File: src/rtl/int_alu_pkg.sv
package int_alu_pkg;

    localparam int OP_W = 4;

    typedef enum logic [OP_W-1:0] {
        OP_AND  = 4'd0,
        OP_OR   = 4'd1,
        OP_XOR  = 4'd2,
        OP_NOR  = 4'd3,
        OP_ADD  = 4'd4,
        OP_ADDU = 4'd5,
        OP_SUB  = 4'd6,
        OP_SUBU = 4'd7,
        OP_SLT  = 4'd8,
        OP_SLTU = 4'd9
    } alu_op_e;

    typedef enum logic [1:0] {
        LF_AND = 2'd0,
        LF_OR  = 2'd1,
        LF_XOR = 2'd2,
        LF_NOR = 2'd3
    } logic_fn_e;

    typedef enum logic [1:0] {
        SEL_NONE  = 2'd0,
        SEL_LOGIC = 2'd1,
        SEL_SUM   = 2'd2,
        SEL_LESS  = 2'd3
    } res_sel_e;

    typedef struct packed {
        res_sel_e  sel;
        logic_fn_e lfn;
        logic      invert_b;
        logic      ovf_en;
        logic      signed_cmp;
        logic      adder_used;
    } alu_ctrl_t;

endpackage

File: src/rtl/int_alu_decode.sv
module int_alu_decode
    import int_alu_pkg::*;
(
    input  logic [OP_W-1:0] code,
    output alu_ctrl_t       ctrl
);
    always_comb begin
        ctrl = '{sel: SEL_NONE, lfn: LF_AND, invert_b: 1'b0,
                 ovf_en: 1'b0, signed_cmp: 1'b0, adder_used: 1'b0};
        unique case (code)
            OP_AND:  begin ctrl.sel = SEL_LOGIC; ctrl.lfn = LF_AND; end
            OP_OR:   begin ctrl.sel = SEL_LOGIC; ctrl.lfn = LF_OR;  end
            OP_XOR:  begin ctrl.sel = SEL_LOGIC; ctrl.lfn = LF_XOR; end
            OP_NOR:  begin ctrl.sel = SEL_LOGIC; ctrl.lfn = LF_NOR; end
            OP_ADD:  begin ctrl.sel = SEL_SUM; ctrl.ovf_en = 1'b1; ctrl.adder_used = 1'b1; end
            OP_ADDU: begin ctrl.sel = SEL_SUM; ctrl.adder_used = 1'b1; end
            OP_SUB:  begin ctrl.sel = SEL_SUM; ctrl.invert_b = 1'b1; ctrl.ovf_en = 1'b1;
                           ctrl.adder_used = 1'b1; end
            OP_SUBU: begin ctrl.sel = SEL_SUM; ctrl.invert_b = 1'b1; ctrl.adder_used = 1'b1; end
            OP_SLT:  begin ctrl.sel = SEL_LESS; ctrl.invert_b = 1'b1; ctrl.signed_cmp = 1'b1;
                           ctrl.adder_used = 1'b1; end
            OP_SLTU: begin ctrl.sel = SEL_LESS; ctrl.invert_b = 1'b1; ctrl.adder_used = 1'b1; end
            default: ;
        endcase
    end
endmodule

File: src/rtl/int_alu_adder.sv
module int_alu_adder #(
    parameter int W = 32
) (
    input  logic [W-1:0] a,
    input  logic [W-1:0] b,
    input  logic         invert_b,
    output logic [W-1:0] sum,
    output logic         carry_msb_in,
    output logic         carry_msb_out
);
    always_comb begin
        logic c;
        logic bb;
        c = invert_b;
        carry_msb_in = 1'b0;
        sum = '0;
        for (int i = 0; i < W; i++) begin
            bb = b[i] ^ invert_b;
            sum[i] = a[i] ^ bb ^ c;
            if (i == W - 1) carry_msb_in = c;
            c = (a[i] & bb) | (a[i] & c) | (bb & c);
        end
        carry_msb_out = c;
    end
endmodule

File: src/rtl/int_alu_logic.sv
module int_alu_logic
    import int_alu_pkg::*;
#(
    parameter int W = 32
) (
    input  logic [W-1:0] a,
    input  logic [W-1:0] b,
    input  logic_fn_e    fn,
    output logic [W-1:0] y
);
    for (genvar i = 0; i < W; i++) begin : g_bit
        always_comb begin
            unique case (fn)
                LF_AND:  y[i] = a[i] & b[i];
                LF_OR:   y[i] = a[i] | b[i];
                LF_XOR:  y[i] = a[i] ^ b[i];
                default: y[i] = ~(a[i] | b[i]);
            endcase
        end
    end
endmodule

File: src/rtl/int_alu.sv
module int_alu
    import int_alu_pkg::*;
#(
    parameter int W = 32
) (
    input  logic [W-1:0]    opa,
    input  logic [W-1:0]    opb,
    input  logic [OP_W-1:0] alu_op,
    output logic [W-1:0]    result,
    output logic            zero,
    output logic            ovf,
    output logic            carry_out
);
    alu_ctrl_t    ctrl;
    logic [W-1:0] sum;
    logic [W-1:0] lres;
    logic         c_in_msb;
    logic         c_out_msb;
    logic         ovf_raw;
    logic         less;

    int_alu_decode u_dec (
        .code (alu_op),
        .ctrl (ctrl)
    );

    int_alu_adder #(.W(W)) u_add (
        .a             (opa),
        .b             (opb),
        .invert_b      (ctrl.invert_b),
        .sum           (sum),
        .carry_msb_in  (c_in_msb),
        .carry_msb_out (c_out_msb)
    );

    int_alu_logic #(.W(W)) u_log (
        .a  (opa),
        .b  (opb),
        .fn (ctrl.lfn),
        .y  (lres)
    );

    assign ovf_raw = c_in_msb ^ c_out_msb;
    // signed: sign of difference corrected by overflow; unsigned: borrow
    assign less = ctrl.signed_cmp ? (sum[W-1] ^ ovf_raw) : ~c_out_msb;

    always_comb begin
        unique case (ctrl.sel)
            SEL_LOGIC: result = lres;
            SEL_SUM:   result = sum;
            SEL_LESS:  result = {{(W-1){1'b0}}, less};
            default:   result = '0;
        endcase
    end

    assign zero      = ~|result;
    assign ovf       = ctrl.ovf_en & ovf_raw;
    assign carry_out = ctrl.adder_used & c_out_msb;
endmodule

File: config.mk
export PLATFORM = sky130hd
export DESIGN_NAME = int_alu
export DESIGN_NICKNAME = d
export VERILOG_FILES = /design/src/rtl/int_alu_pkg.sv /design/src/rtl/int_alu_decode.sv /design/src/rtl/int_alu_adder.sv /design/src/rtl/int_alu_logic.sv /design/src/rtl/int_alu.sv
export SDC_FILE = /design/constraint.sdc
export NUM_CORES = 1
export LEC_CHECK = 0
export BUFFER_PORTS_ARGS = -buffer_cell sky130_fd_sc_hd__buf_2
export CAP_MARGIN = 10
export CORE_ASPECT_RATIO = 0.9
export CORE_MARGIN = 1.5
export CORE_UTILIZATION = 55
export DETAILED_ROUTE_END_ITERATION = 10
export PLACE_DENSITY = 0.85
export SETUP_SLACK_MARGIN = 0.05
export SLEW_MARGIN = 10
export SYNTH_ARGS = -nofsm -noshare
export SYNTH_HDL_FRONTEND = slang
export SYNTH_SLANG_ARGS = --single-unit
File: constraint.sdc
create_clock -name vclk -period 44.2
set_input_delay 4.42 -clock vclk [all_inputs]
set_output_delay 4.42 -clock vclk [all_outputs]
set_load 0.1 [all_outputs]
# Word level (Yosys, flattened, before mapping)
# Index checks and enable logic that the tools add are counted.
[op_classes] reduce_logical=10 eq_ne=14 mux=40 bitwise=389
[ops] cell="$and 1x1->1" n=130
[ops] cell="$xor 1x1->1" n=130
[ops] cell="$or 1x1->1" n=96
[ops] cell="$pmux 1 s3" n=32
[ops] cell="$pmux 32 s3" n=1
[ops] cell="$not 1->1" n=33
[ops] cell="$reduce_or 32->1" n=1
[ops] cell="$eq 4x3->1 const B" n=4
[ops] cell="$pmux 2 s3" n=2
[ops] cell="$reduce_or 4->1" n=3
[ops] cell="$eq 4x2->1 const B" n=2
[ops] cell="$eq 4x4->1 const B" n=2
[ops] cell="$eq 2x2->1 const B" n=3
[ops] cell="$reduce_or 6->1" n=1
[ops] cell="$mux 1" n=5
[ops] cell="$eq 2x1->1 const B" n=2
[ops] cell="$eq 4x1->1 const B" n=1
[ops] cell="$logic_not 4->1" n=1
[ops] cell="$reduce_or 2->1" n=2
[ops] cell="$logic_not 2->1" n=1
[ops] cell="$logic_not 1->1" n=1
[totals] output_inout_bits=35 ff_bits=0

# Longest topological paths before layout
# Gate-level depths: netlist of the first run.
[depth] ltp_word=106 depth_mapped=47 depth_no_buf=43

# Hierarchy
# A second synthesis of the first run with hierarchy kept.
[unflattened] hier_cells=521 hier_area_um2=4053.9
[by_module_without_submodules] module="int_alu_logic" n_inst=1 area_per_inst_um2=2242.2 cells_each=306 seq_area_each_um2=0.0
[by_module_without_submodules] module="int_alu_adder" n_inst=1 area_per_inst_um2=1198.6 cells_each=129 seq_area_each_um2=0.0
[by_module_without_submodules] module="int_alu" n_inst=1 area_per_inst_um2=551.8 cells_each=75 seq_area_each_um2=0.0
[by_module_without_submodules] module="int_alu_decode" n_inst=1 area_per_inst_um2=61.3 cells_each=11 seq_area_each_um2=0.0

# Least setup slack after synthesis of the first run
# No wires, ideal clock.
[synth_path] path_type="in2out" startpoint="input alu_op[1]" endpoint="output zero" n_path_buf=3 setup_slack_ps=20969 arrival_time_ps=18811 required_time_ps=39780 path_stages=46 path_cell_list="clkbuf_1 nor2_1 a22o_1 clkbuf_1 buf_2 xnor2_1 fa_1 fa_1 inv_1 fa_1 fa_1 fa_1 fa_1 fa_1 fa_1 fa_1 fa_1 fa_1 [... 10 more ...] fa_1 fa_1 fa_1 fa_1 fa_1 fa_1 fa_1 fa_1 inv_1 fa_1 inv_1 fa_1 mux2i_1 nand3_1 o41ai_1 or3_1 nor4_1 and4b_1"
[synth_between] elab_chain_len=106 elab_cells_between_ends=319 cone_classes="eq/ne (14); mux (38); bitwise (259); reduce/logical (8)"
[synth_rtl] element="start: declaration" line_no="int_alu.sv:8" rtl="input logic [OP_W-1:0] alu_op,"
[synth_rtl] element="$eq 4x3->1 / $eq 4x4->1 (equally long branches)" line_no="int_alu_decode.sv:10" rtl="unique case (code)"
[synth_rtl] element="$reduce_or 4->1 (no line)"
[synth_rtl] element="$mux 1" line_no="int_alu_decode.sv:10"
[synth_rtl] element="$xor 1x1->1" line_no="int_alu_adder.sv:18" rtl="bb = b[i] ^ invert_b;"
[synth_rtl] element="$and 1x1->1" line_no="int_alu_adder.sv:21" rtl="c = (a[i] & bb) | (a[i] & c) | (bb & c);"
[synth_rtl] element="$or 1x1->1 (2 in a row)" line_no="int_alu_adder.sv:21"
[synth_rtl] element="$and 1x1->1" line_no="int_alu_adder.sv:21"
[synth_rtl] element="$or 1x1->1 (2 in a row)" line_no="int_alu_adder.sv:21"
[synth_rtl] element="[... 88 more ...]"
[synth_rtl] element="$or 1x1->1 (2 in a row)" line_no="int_alu_adder.sv:21"
[synth_rtl] element="$xor 1x1->1" line_no="int_alu.sv:43" rtl="assign ovf_raw = c_in_msb ^ c_out_msb;"
[synth_rtl] element="$xor 1x1->1" line_no="int_alu.sv:45" rtl="assign less = ctrl.signed_cmp ? (sum[W-1] ^ ovf_raw) : ~c_out_msb;"
[synth_rtl] element="$mux 1" line_no="int_alu.sv:45"
[synth_rtl] element="$pmux 32 s3 *" line_no="int_alu.sv:48" rtl="unique case (ctrl.sel)"
[synth_rtl] element="via result[0]" line_no="int_alu.sv:9" rtl="output logic [W-1:0] result,"
[synth_rtl] element="$reduce_or 32->1 *" line_no="int_alu.sv:56" rtl="assign zero = ~|result;"
[synth_rtl] element="$logic_not 1->1 *" line_no="int_alu.sv:56"
[synth_rtl] element="end: declaration" line_no="int_alu.sv:10" rtl="output logic zero,"
# Mark *: on every way through the listed nets, which the timed path passes. The rest lies on a longest branch.

# Worst setup path in the final report of the first run
[layout_path] startpoint="input alu_op[1]" endpoint="output zero"
[layout_between] elab_chain_len=106 elab_cells_between_ends=319 cone_classes="eq/ne (14); mux (38); bitwise (259); reduce/logical (8)"
[layout_rtl] element="$eq 4x3->1 / $eq 4x4->1 (equally long branches)" line_no="int_alu_decode.sv:10"
[layout_rtl] element="$reduce_or 4->1 (no line)"
[layout_rtl] element="$mux 1" line_no="int_alu_decode.sv:10"
[layout_rtl] element="$xor 1x1->1" line_no="int_alu_adder.sv:18"
[layout_rtl] element="$and 1x1->1" line_no="int_alu_adder.sv:21"
[layout_rtl] element="$or 1x1->1 (2 in a row)" line_no="int_alu_adder.sv:21"
[layout_rtl] element="$and 1x1->1" line_no="int_alu_adder.sv:21"
[layout_rtl] element="$or 1x1->1 (2 in a row)" line_no="int_alu_adder.sv:21"
[layout_rtl] element="[... 87 more ...]"
[layout_rtl] element="$and 1x1->1" line_no="int_alu_adder.sv:21"
[layout_rtl] element="$or 1x1->1 (2 in a row)" line_no="int_alu_adder.sv:21"
[layout_rtl] element="$xor 1x1->1" line_no="int_alu.sv:43"
[layout_rtl] element="$xor 1x1->1" line_no="int_alu.sv:45"
[layout_rtl] element="$mux 1" line_no="int_alu.sv:45"
[layout_rtl] element="$pmux 32 s3 *" line_no="int_alu.sv:48"
[layout_rtl] element="$reduce_or 32->1 *" line_no="int_alu.sv:56"
[layout_rtl] element="$logic_not 1->1 *" line_no="int_alu.sv:56"
# Mark *: on every way between the ends. The rest lies on a longest branch, timed or not.

==> out/metrics.cfg, run 1 <==
[synth]
synth_adder_area_share_pct=37.8
syn_inst=505
ys_warn_count=0
postSynthNetCount=669
synth_top_family_by_area=adder cells
ys_seq_area_share_pct=0
synth-xor-area-share_pct=7.35
synthSimpleGateAreaFrac_pct=18.3
avgSynthCellArea_um2=7.55
ys_types=56
syn_area_mm2=0.00381
synth_compound_area_share_pct=17.9
muxShareOfSynthArea_pct=5.90

[timing]
max_slew_margin_pct=44.5
timing.hold.ws_ns=9.70
finalHoldViolations=0
period_minus_slack_ns=24.03
finalSetupTns_ns=0
period_share_pct=54.4
slew_violations=0
rsz0062_at_grt=false
setup_viol=0
worstMarginPinSlew_ns=0.832
timing.fmax_ghz=0.0416

[critical_path]
path_delay_family=adder cells
cpMostUsedCell=fa_1
path_buf_inv=6
cpPeakStageDelay_ns=0.60
critical_path_class=primary input to output pin
cp_max_fo=42
crit_arrival_ns=19.61
end_kind=output pin
cp-start-kind=primary input
worstPathRequired_ns=39.78
cp_slowest_cell=buf_2

[floorplanning]
coreArea_mm2=0.00666
ios=103
placementRows=28
die_width_um=90.8
die-height_um=82.0
initial_core_util_pct=57.3
fp.dieArea_mm2=0.00745

[finish]
regArea_um2=0
drive_gt1_share_pct=19.8
mostFrequentLayoutCell=buf_2
final_core_util_pct=64.4
final_nets=746
area_delta_synth_final_pct=12.3
seq_cell_count=0
num_antenna_cells=0
nClkBuffers=0
layout_common_cells=buf_2 (103), inv_1 (81), ha_1 (64)

[detailed_routing]
vias=3847
first_pass_iters=5
drt_iter0_drc=277
wl_per_cell_um=15.8
drtAntennaViolNets=0
drc=0
via_per_inst=5.74
routed_wl_um=10600

[global_routing]
grt_usage_pct=28.5
antenna_found_initial=0
globalRouteOverflowTotal=0
grt_max_degree=85
grt_pass1_wl_um=17200
grt_pass1_vias=3645

[placed_design]
port_buffers=103
gp_congestion=0.895
detailed_place_hpwl_um=8470

[power_and_ir_drop]
p_per_area_mw_per_mm2=20.9
total_power_uw=89.6
peakVddDrop_mv=0.0200
leakagePower_uw=0.00226

[job]
maxCapViolCount=0

[run_status]
status=finished clean

[cts]
hold_buffers=0
post_cts_buffers=0
cts-resized-gates=0

[hold_path]
hold_class=primary input to output pin

[through the flow]
stage               instances  worst slack [ns]  instance area [um2]
finish                    670             20.17                 4290
global placement          670             20.92                 4290
global route              670             19.72                 4290
detailed placement        670             20.41                 4290
floorplan                 505             20.97                 3810
CTS                       670             20.34                 4290
[where the power goes]
group | switching, uW | total, uW | internal (uW) | leakage (uW)
combinational | 63.3 | 89.6 | 26.3 | 0.00226
sequential | 0 | 0 | 0 | 0
clock | 0 | 0 | 0 | 0
[worst paths after layout]
path	slack (ns)	cells after the start	endpoint	from
max	20.17	46	zero	alu_op[1]
min	9.70	5	result[6]	opb[6]
[routing by layer]
metal  wire (um)  part of all wire, %  up-vias  global-route usage [%]
met5           0                    0        -                       0
met4         131                  1.2        0                    4.38
met3        1040                  9.9       14                    2.87
met2        4950                   47      211                    51.9
met1        4440                   42     1805                    37.5
li1            -                    -     1817                       -
[synth_stat cells, drive strengths merged, types with 2 or more instances]
cell	number	area share, %
and3	2	0.33
o21ai	21	2.8
buf	23	4.0
a31oi	2	0.33
nand2	21	2.1
or2	2	0.33
nand2b	9	1.5
o31a	3	0.69
a211oi	14	2.8
nor2b	19	3.3
or3b	2	0.46
a21o	2	0.39
mux2	4	1.2
nor4	2	0.33
ha	64	21
nor2	59	5.9
xnor2	32	7.3
nand4	3	0.49
nand3	3	0.39
a311oi	2	0.46
a221o	3	0.79
a21oi	29	3.8
a211o	4	0.92
o311ai	2	0.46
clkbuf	8	0.79
a31o	3	0.69
o41ai	3	0.69
nor3	7	0.92
fa	32	17
nor4b	2	0.46
o21a	4	0.79
mux2i	18	4.7
o211ai	2	0.39
inv	81	8.0
a22o	3	0.69
nor3b	4	0.79
[cell families (layout without fill, tap and decap cells)]
kind of cell	count (synthesis)	in the layout
adder cells (fa/ha/maj)	96	96
XOR/XNOR	32	32
AND/OR/NAND/NOR	140	140
buffers and inverters	112	187
multiplexers	22	22
AO/OA/AOI/OAI	103	103
[area by class of cell]
class	instances	area (um2)
fillers	619	2370
multi-input cells	393	3330
repair buffers	106	538
well taps	90	113
inverters	81	304
(Power assumes the default switching activity.)
==> run 2, diff against run 1 <==
ABC_AREA = 1   (was default)
CORE_UTILIZATION = 51   (was 55)
PLACE_DENSITY = 0.83   (was 0.85)
clock period = 20.8 ns   (was 44.2 ns; I/O delays follow)
==> out/metrics.cfg, run 2 <==
[run_status]
status=finished clean

[critical_path]
cpMostUsedCell=fa_1
path_buf_inv=6
cp_max_fo=35
end_kind=output pin
worstPathRequired_ns=18.72
cp_slowest_cell=o21ai_4
cp-start-kind=primary input
crit_arrival_ns=16.71
cpPeakStageDelay_ns=0.64
critical_path_class=primary input to output pin
path_delay_family=adder cells

[floorplanning]
die_width_um=92.7
die-height_um=83.7
coreArea_mm2=0.00704
placementRows=29
fp.dieArea_mm2=0.00776
initial_core_util_pct=52.5
ios=103

[timing]
max_slew_margin_pct=24.2
worstMarginPinSlew_ns=1.14
period_minus_slack_ns=18.79
setup_ws_ns=2.01
period_share_pct=90.3
slew_violations=0
timing.hold.ws_ns=4.81
rsz0062_at_grt=false
setup_viol=0
finalHoldViolations=0
finalSetupTns_ns=0
timing.fmax_ghz=0.0532

[placed_design]
port_buffers=103
dp_slack_ns=2.07
detailed_place_hpwl_um=7530
place_area_mm2=0.00419
gp_congestion=0.862

[finish]
drive_gt1_share_pct=18.5
regArea_um2=0
final_core_util_pct=59.5
design_area_mm2=0.00419
final_nets=810
layout_common_cells=nand2_1 (152), inv_1 (103), buf_2 (103)
nClkBuffers=0
area_delta_synth_final_pct=13.5
num_antenna_cells=0
seq_cell_count=0
mostFrequentLayoutCell=nand2_1

[synth]
ys_warn_count=0
syn_inst=568
ys_types=25
avgSynthCellArea_um2=6.50
ys_seq_area_share_pct=0
synth_top_cell_by_area=ha_1
synth.top_cells.by_count=nand2_1 (152), inv_1 (103), ha_1 (64), nand3_1 (49), a21oi_1 (34)
postSynthNetCount=732
yosys.area.top_type_share_pct=21.7
yosysMostFrequentCell=nand2_1
syn_area_mm2=0.00369
yosys-top-cells-area=ha_1 (22%), fa_1 (17%), nand2_1 (15%)

[power_and_ir_drop]
leakagePower_uw=0.00250
swShare_pct=75.2
power_switching_uw=126
power_frac_seq_pct=0
power.internal_uw=41.8
comb_power_share_pct=100.0
clkPwrFrac_pct=0
p_per_area_mw_per_mm2=40.1
peakVddDrop_mv=0.0381

[detailed_routing]
drc=0
vias=3916
routed_wl_um=9930
drtAntennaViolNets=0
via_per_inst=5.31
wl_per_cell_um=13.5
first_pass_iters=5
drt_iter0_drc=278

[cts]
cts-resized-gates=0
hold_buffers=0
post_cts_buffers=0

[global_routing]
antenna_found_initial=0
grt_pass1_vias=3666
grt_pass1_wl_um=16600
grt_max_degree=51
grt_usage_pct=25.7
globalRouteOverflowTotal=0

[job]
maxCapViolCount=0

[hold_path]
hold_class=primary input to output pin
hold_path.startpoint=alu_op[2]
min_delay_worst_endpoint=ovf
hold_depth=4

-- run 2: area by class of cell --
cell class                      instances  area, um2
Tap cell                               93        116
Inverter                              107        402
Timing Repair Buffer                  106        538
Multi-Input combinational cell        431       3130
Fill cell                             694       2850
-- run 2: kinds of logic (layout without fill, tap and decap cells) --
logic type	Yosys count	in the layout	share of synthesized area, %
AOI/OAI and AO/OA	73	73	12.3
and+or+nand+nor	231	231	25.9
xor gates and xnor gates	31	31	7.35
adders and majority gates	96	96	39.0
buffers and inverters	137	213	15.4
-- run 2: worst max path at each step --
stage	slack [ns]	end	start	cells past startpoint
5_1_grt	1.38	zero	alu_op[1]	46
3_5_place_dp	2.07	zero	alu_op[1]	46
6_report	2.01	zero	alu_op[1]	46
4_1_cts	2.04	zero	alu_op[1]	46
3_3_place_gp	2.31	zero	alu_op[1]	46
2_1_floorplan	1.90	ovf	alu_op[1]	43
-- run 2: per-layer routing --
| layer | vias to the layer above | global-route usage (%) | part of all wire, % |
|---|---|---|---|
| li1 | 1919 | - | - |
| met1 | 1783 | 36.1 | 43 |
| met2 | 197 | 43.7 | 46 |
| met3 | 17 | 1.46 | 9.2 |
| met4 | 0 | 4.55 | 1.4 |
| met5 | - | 0 | 0 |
-- run 2: power groups by stage --
stage	logic (uW)	clock network (uW)	registers, uW
after global placement	163	0	0
after detailed placement	167	0	0
after floorplan	132	0	0
after global routing	184	0	0
after CTS	168	0	0
final	168	0	0
-- run 2: through the flow --
step	power, uW	cells
global placement	163	737
detailed placement	167	737
finish	168	737
CTS	168	737
global route	184	737
floorplan	132	568
